**src/rtl/pcm_port_pkg.sv**
```systemverilog
package pcm_port_pkg;

    typedef enum logic [2:0] {
        SLOT_IDLE,
        SLOT_SHIFT,
        SLOT_DONE,
        SLOT_FULL,
        SLOT_OVER
    } slot_state_t;

endpackage

```
**src/rtl/pcm_sync.sv**
```systemverilog
module pcm_sync #(
    parameter int W      = 1,
    parameter int STAGES = 2
) (
    input  logic         clk,
    input  logic         rst_n,
    input  logic [W-1:0] d,
    output logic [W-1:0] q
);
    logic [STAGES-1:0][W-1:0] chain;

    always_ff @(posedge clk or negedge rst_n) begin
        if (!rst_n) chain <= '0;
        else        chain <= {chain[STAGES-2:0], d};
    end

    assign q = chain[STAGES-1];
endmodule

```
**src/rtl/pcm_slot_rx.sv**
```systemverilog
module pcm_slot_rx
    import pcm_port_pkg::*;
#(
    parameter int BITS = 8
) (
    input  logic            clk,
    input  logic            rst_n,
    input  logic            fall_ev,
    input  logic            en,
    input  logic            din,
    input  logic            load_ok,
    output logic [BITS-1:0] rx_data,
    output logic            done,
    output logic            len_err
);
    localparam int CW = $clog2(BITS + 1);

    slot_state_t   st, nxt;
    logic [CW-1:0] cnt, cnt_nxt;
    logic [BITS-1:0] shreg;
    logic          take, last;

    always_comb begin
        take    = fall_ev && en && (st == SLOT_IDLE || st == SLOT_SHIFT);
        cnt_nxt = (st == SLOT_IDLE) ? CW'(1) : cnt + CW'(1);
        last    = (cnt_nxt == CW'(BITS));
    end

    // state register
    always_ff @(posedge clk or negedge rst_n) begin
        if (!rst_n) st <= SLOT_IDLE;
        else        st <= nxt;
    end

    // next state
    always_comb begin
        nxt = st;
        unique case (st)
            SLOT_IDLE:  if (take) nxt = last ? SLOT_DONE : SLOT_SHIFT;
            SLOT_SHIFT: begin
                if (take)         nxt = last ? SLOT_DONE : SLOT_SHIFT;
                else if (fall_ev) nxt = SLOT_IDLE;
            end
            SLOT_DONE:  nxt = SLOT_FULL;
            SLOT_FULL:  if (fall_ev) nxt = en ? SLOT_OVER : SLOT_IDLE;
            SLOT_OVER:  if (fall_ev && !en) nxt = SLOT_IDLE;
            default:    nxt = SLOT_IDLE;
        endcase
    end

    // bit assembly
    always_ff @(posedge clk or negedge rst_n) begin
        if (!rst_n) begin
            cnt     <= '0;
            shreg   <= '0;
            rx_data <= '0;
        end else if (take) begin
            cnt   <= cnt_nxt;
            shreg <= {shreg[BITS-2:0], din};
            if (last && load_ok) rx_data <= {shreg[BITS-2:0], din};
        end
    end

    // outputs
    always_comb begin
        done    = (st == SLOT_DONE);
        len_err = fall_ev && ((st == SLOT_SHIFT && !en) || (st == SLOT_FULL && en));
    end
endmodule

```
**src/rtl/pcm_slot_tx.sv**
```systemverilog
module pcm_slot_tx #(
    parameter int BITS = 8
) (
    input  logic            clk,
    input  logic            rst_n,
    input  logic            rise_ev,
    input  logic            en,
    input  logic            active,
    input  logic [BITS-1:0] tx_byte,
    output logic            sdo_bit,
    output logic            drive
);
    logic [BITS-1:0] shreg;
    logic            started;

    always_ff @(posedge clk or negedge rst_n) begin
        if (!rst_n) begin
            shreg   <= '0;
            started <= 1'b0;
        end else if (!en) begin
            shreg   <= tx_byte;
            started <= 1'b0;
        end else if (rise_ev) begin
            if (started) shreg <= {shreg[BITS-2:0], 1'b0};
            started <= 1'b1;
        end
    end

    assign sdo_bit = shreg[BITS-1];
    assign drive   = en && active;
endmodule

```
**src/rtl/pcm_strobe_port.sv**
```systemverilog
module pcm_strobe_port #(
    parameter int SLOT_BITS   = 8,
    parameter int SYNC_STAGES = 2
) (
    input  logic                 clk,
    input  logic                 rst_n,
    input  logic                 bclk,
    input  logic                 sdi,
    input  logic                 en_b1,
    input  logic                 en_b2,
    input  logic                 low_rate,
    input  logic                 sel,
    input  logic [SLOT_BITS-1:0] tx_b1,
    input  logic [SLOT_BITS-1:0] tx_b2,
    output logic                 sdo,
    output logic                 sdo_oe,
    output logic [SLOT_BITS-1:0] rx_b1_data,
    output logic                 rx_b1_vld,
    output logic [SLOT_BITS-1:0] rx_b2_data,
    output logic                 rx_b2_vld,
    output logic                 strobe_err
);
    localparam int NUM_CH = 2;

    logic [3:0] sync_q;
    logic       bclk_s, din_s, en1_s, en2_s, bclk_d;
    logic       rise_ev, fall_ev, armed;
    logic [NUM_CH-1:0] en_v, use_v, done_v, err_v, bit_v, drv_v;
    logic [SLOT_BITS-1:0] tx_v  [NUM_CH];
    logic [SLOT_BITS-1:0] rxd_v [NUM_CH];

    pcm_sync #(.W(4), .STAGES(SYNC_STAGES)) u_sync (
        .clk(clk), .rst_n(rst_n), .d({bclk, sdi, en_b1, en_b2}), .q(sync_q)
    );
    assign {bclk_s, din_s, en1_s, en2_s} = sync_q;

    always_ff @(posedge clk or negedge rst_n) begin
        if (!rst_n) bclk_d <= 1'b0;
        else        bclk_d <= bclk_s;
    end
    assign rise_ev = bclk_s && !bclk_d;
    assign fall_ev = !bclk_s && bclk_d;

    assign en_v    = {en2_s, en1_s};
    assign tx_v[0] = tx_b1;
    assign tx_v[1] = tx_b2;
    assign use_v[0] = armed && (!low_rate || !sel);
    assign use_v[1] = !low_rate || sel;

    for (genvar c = 0; c < NUM_CH; c++) begin : g_ch
        pcm_slot_rx #(.BITS(SLOT_BITS)) u_rx (
            .clk(clk), .rst_n(rst_n), .fall_ev(fall_ev), .en(en_v[c]), .din(din_s),
            .load_ok(use_v[c]), .rx_data(rxd_v[c]), .done(done_v[c]), .len_err(err_v[c])
        );
        pcm_slot_tx #(.BITS(SLOT_BITS)) u_tx (
            .clk(clk), .rst_n(rst_n), .rise_ev(rise_ev), .en(en_v[c]), .active(use_v[c]),
            .tx_byte(tx_v[c]), .sdo_bit(bit_v[c]), .drive(drv_v[c])
        );
    end

    always_ff @(posedge clk or negedge rst_n) begin
        if (!rst_n) begin
            armed      <= 1'b0;
            strobe_err <= 1'b0;
        end else begin
            if (done_v[1]) armed      <= 1'b1;
            if (|err_v)    strobe_err <= 1'b1;
        end
    end

    always_comb begin
        sdo_oe     = |drv_v;
        sdo        = drv_v[0] ? bit_v[0] : (drv_v[1] ? bit_v[1] : 1'b0);
        rx_b1_data = rxd_v[0];
        rx_b2_data = rxd_v[1];
        rx_b1_vld  = done_v[0] && use_v[0];
        rx_b2_vld  = done_v[1] && use_v[1];
    end
endmodule

```
**config.mk**
```make
export PLATFORM = sky130hd
export DESIGN_NAME = pcm_strobe_port
export DESIGN_NICKNAME = d
export VERILOG_FILES = /design/src/rtl/pcm_port_pkg.sv /design/src/rtl/pcm_sync.sv /design/src/rtl/pcm_slot_rx.sv /design/src/rtl/pcm_slot_tx.sv /design/src/rtl/pcm_strobe_port.sv
export SDC_FILE = /design/constraint.sdc
export NUM_CORES = 1
export LEC_CHECK = 0
export ABC_AREA = 1
export CAP_MARGIN = 30
export CORE_MARGIN = 5
export CORE_UTILIZATION = 50
export DETAILED_ROUTE_END_ITERATION = 7
export DONT_BUFFER_PORTS = 1
export GPL_TIMING_DRIVEN = 1
export PLACE_DENSITY = 0.68
export SLEW_MARGIN = 40
export SYNTH_ARGS = -nofsm -noshare
export SYNTH_HDL_FRONTEND = slang
export SYNTH_HIERARCHICAL = 1
export SYNTH_SLANG_ARGS = --single-unit
```
**constraint.sdc**
```tcl
create_clock -name clk -period 2 [get_ports clk]
set_clock_uncertainty 0.2 [all_clocks]
set_input_delay 0.3 -clock clk [delete_from_list [all_inputs] [get_ports clk]]
set_output_delay 0.3 -clock clk [all_outputs]
set_load 0.05 [all_outputs]
```
==> impl_metrics.env <==
export IMPL_root_buffer="clkbuf_8"
export IMPL_final_common_cell="nand2_1"
export IMPL_setup_violations=0
export IMPL_drv_cap=0
export IMPL_syn_avg_cell_area_um2=8.81
export IMPL_clk_latency_ps=350
export IMPL_crit_path_end_kind="primary output"
export IMPL_hpwlAfterDp_um=4330
export IMPL_netlist_area_um2=3510
export IMPL_start_util_pct=51.4
export IMPL_hold_buffers=20
export IMPL_crit_chain="nor3_2 -> inv_1 -> a21oi_2 -> buf_4"
export IMPL_critPathMaxStageDelay_ps=460
export IMPL_wirelength_um=6620
export IMPL_cellLeakagePower_nw=1.94
export IMPL_row_count=30
export IMPL_grtUsageTotal_pct=16.3
export IMPL_core_um2=6830
export IMPL_cts_made_buffers=9
export IMPL_vdd_drop_max_uv=455
export IMPL_p_per_area_nw_per_um2=950
export IMPL_cts_sinks=73
export IMPL_slew_violations=0
export IMPL_outcome="finished, violations left"
export IMPL_worstSetupPathType="flop to primary output"
export IMPL_ctsLongestPathBuffers=2
export IMPL_vias_per_cell=4.87
export IMPL_synth_seq_cells=73
export IMPL_final_antenna_net_count=0
export IMPL_htreeDepth=3
export IMPL_cts_tree="built"
export IMPL_die_area_um2=8800
export IMPL_slew_headroom_pct=66.5
export IMPL_overflow=0
export IMPL_gp_congestion=0.853
export IMPL_drt_iter0_drc=77
export IMPL_antenna_found_initial=0
export IMPL_syn_nets=425
export IMPL_fin_crit_ps=1930
export IMPL_rsz0062_at_grt="no"
export IMPL_period_share_pct=96.3
export IMPL_start_kind="flop"
export IMPL_synth_distinct_cells=28
export IMPL_grt_start_max_net_pins=74
export IMPL_syn_inst=399
export IMPL_final_util_pct=59.0
export IMPL_grt_pass1_vias=2550
export IMPL_ys_seq_area_share_pct=52.0
export IMPL_vias=2586
export IMPL_routedWlPerCell_um=12.5
export IMPL_drive_above_1_share_pct=19.8
export IMPL_nets=456
export IMPL_die_w_um=93.8
export IMPL_hold_slack_ps=-561
export IMPL_max_slew_worst_pin_slew_ps=502
export IMPL_clkTransAtPathRegs_ps=80
export IMPL_grt_pass1_wl_um=11300
export IMPL_drc=0
export IMPL_worst_slack_ps=73.8
export IMPL_layout_common_cells="135 x nand2_1, 72 x dfrtp_1, 41 x inv_1"
export IMPL_cp_max_fo=7
export IMPL_areaGrowthSynthToFinish_pct=14.8
export IMPL_violations="hold timing"
export IMPL_critPathBufInv=2
export IMPL_pin_count=45
export IMPL_report_final_hold_viol_count=73
export IMPL_n_antenna_cell=0
export IMPL_max_freq_mhz=519
export IMPL_worstPathRequired_ps=1500
export IMPL_yosysWarningCount=6
export IMPL_hold_class="input pin to async pin"
export IMPL_arrival_ps=1430
export IMPL_setup_tns_ps=0
export IMPL_numPortBuffers=0
export IMPL_pre_cts_slack_ps=165
export IMPL_die_h_um=93.8
export IMPL_critPathSlowestCell="dfrtp_2"
export IMPL_total_power_mw=3.83
export IMPL_r2r_setup_slack_ps=140
export IMPL_crit_family="flip-flops"
export IMPL_first_pass_iters=4
[kinds of logic (layout without fill, tap and decap cells)]
kind of cell,count (synthesis),in the layout,synth area share (%)
AO/OA/AOI/OAI,49,49,9.26
AND/OR/NAND/NOR,213,214,29.1
flip-flops,73,73,52.0
adder cells (fa/ha/maj),2,2,0.712
buffers and inverters,62,97,8.90
[worst paths after layout]
check	from	endpoint	cells past startpoint
min	rst_n	g_ch[0].u_rx/shreg[0]$_DFFE_PN0P_	0
min in group clk	u_sync/chain[1]$_DFF_PN0_	u_sync/q[1]$_DFF_PN0_	0
min reg2reg	u_sync/chain[1]$_DFF_PN0_	u_sync/q[1]$_DFF_PN0_	0
max reg2reg	g_ch[1].u_rx/cnt[0]$_DFFE_PN0P_	g_ch[1].u_rx/rx_data[4]$_DFFE_PN0P_	6
max	g_ch[1].u_rx/st[0]$_DFFE_PN0P_	rx_b2_vld	4
max in group asynchronous	rst_n	g_ch[0].u_rx/st[2]$_DFFE_PN0P_	0
[flip-flops by register name, summed over array words and instances, names as in the netlist, 2 cells and up]
name,count
g_ch.u_rx/rx_data,16
g_ch.u_tx/shreg,16
g_ch.u_tx/started,2
u_sync/q,4
u_sync/chain,4
g_ch.u_rx/shreg,14
g_ch.u_rx/cnt,8
g_ch.u_rx/st,6
[through the flow]
stage          area (um2)  instances
6_report             4030        531
5_1_grt              4030        531
4_1_cts              4000        529
3_5_place_dp         3610        493
3_3_place_gp         3610        493
2_1_floorplan        3520        399
[worst reg2reg max path, delay by kind of cell, from the launching register on]
family | cells | cell delay, ps
simple gates | 3 | 540
compound gates | 1 | 190
flops | 1 | 450
fa+ha+maj | 1 | 310
buf+inv | 1 | 90
[Yosys cell counts]
library cell	number	share of area (%)
o31ai_1	2	0.43
o211ai_1	2	0.43
nor2_1	13	1.4
nand2_1	135	14
nand3_1	27	3.8
inv_1	42	4.5
inv_2	8	0.85
nor2_2	7	1.2
nand2_4	2	0.64
a21oi_1	5	0.71
or2_1	2	0.36
buf_4	4	0.85
nand4_1	4	0.71
nor3_1	2	0.28
o21ai_1	20	2.8
ha_1	2	0.71
buf_6	4	1.3
buf_2	2	0.28
nand4_4	2	1.2
o21bai_1	2	0.43
nor2_4	4	1.3
o21ai_2	16	4.0
nand3_2	4	1.1
nand3_4	2	1.0
buf_12	2	1.1
nand2_2	9	1.6
o21a_1	2	0.43
dfrtp_1	73	52
[what timing repair did]
action	4_1_cts	5_1_grt
gates resized for setup	1	5
hold endpoints to repair	93	73
endpoints found under the setup margin	1	5
pin swaps	0	3
gates cloned	0	1
setup buffers	0	1
[layer usage]
layer | wire length [um] | global-route usage (%) | part of all wire [%]
met1 | 2930 | 20.3 | 44
met2 | 3370 | 26.7 | 51
met3 | 248 | 3.85 | 3.7
met4 | 77 | 7.58 | 1.2
met5 | 0 | 0 | 0
[power by group]
part	internal, mW	switching, mW
registers	1.68	0.199
clock network	0.491	0.567
logic	0.348	0.545
total	2.52	1.31
[layout make-up]
class                      instances  area (um2)
fill                             603        2800
sequential                        73        1830
multi-input combinational        265        1400
timing repair buffer              31         312
inverter                          50         188
clock buffer                      11         141
tap                               96         120
clock inverter                     5        40.0
(Power assumes the default switching activity.)
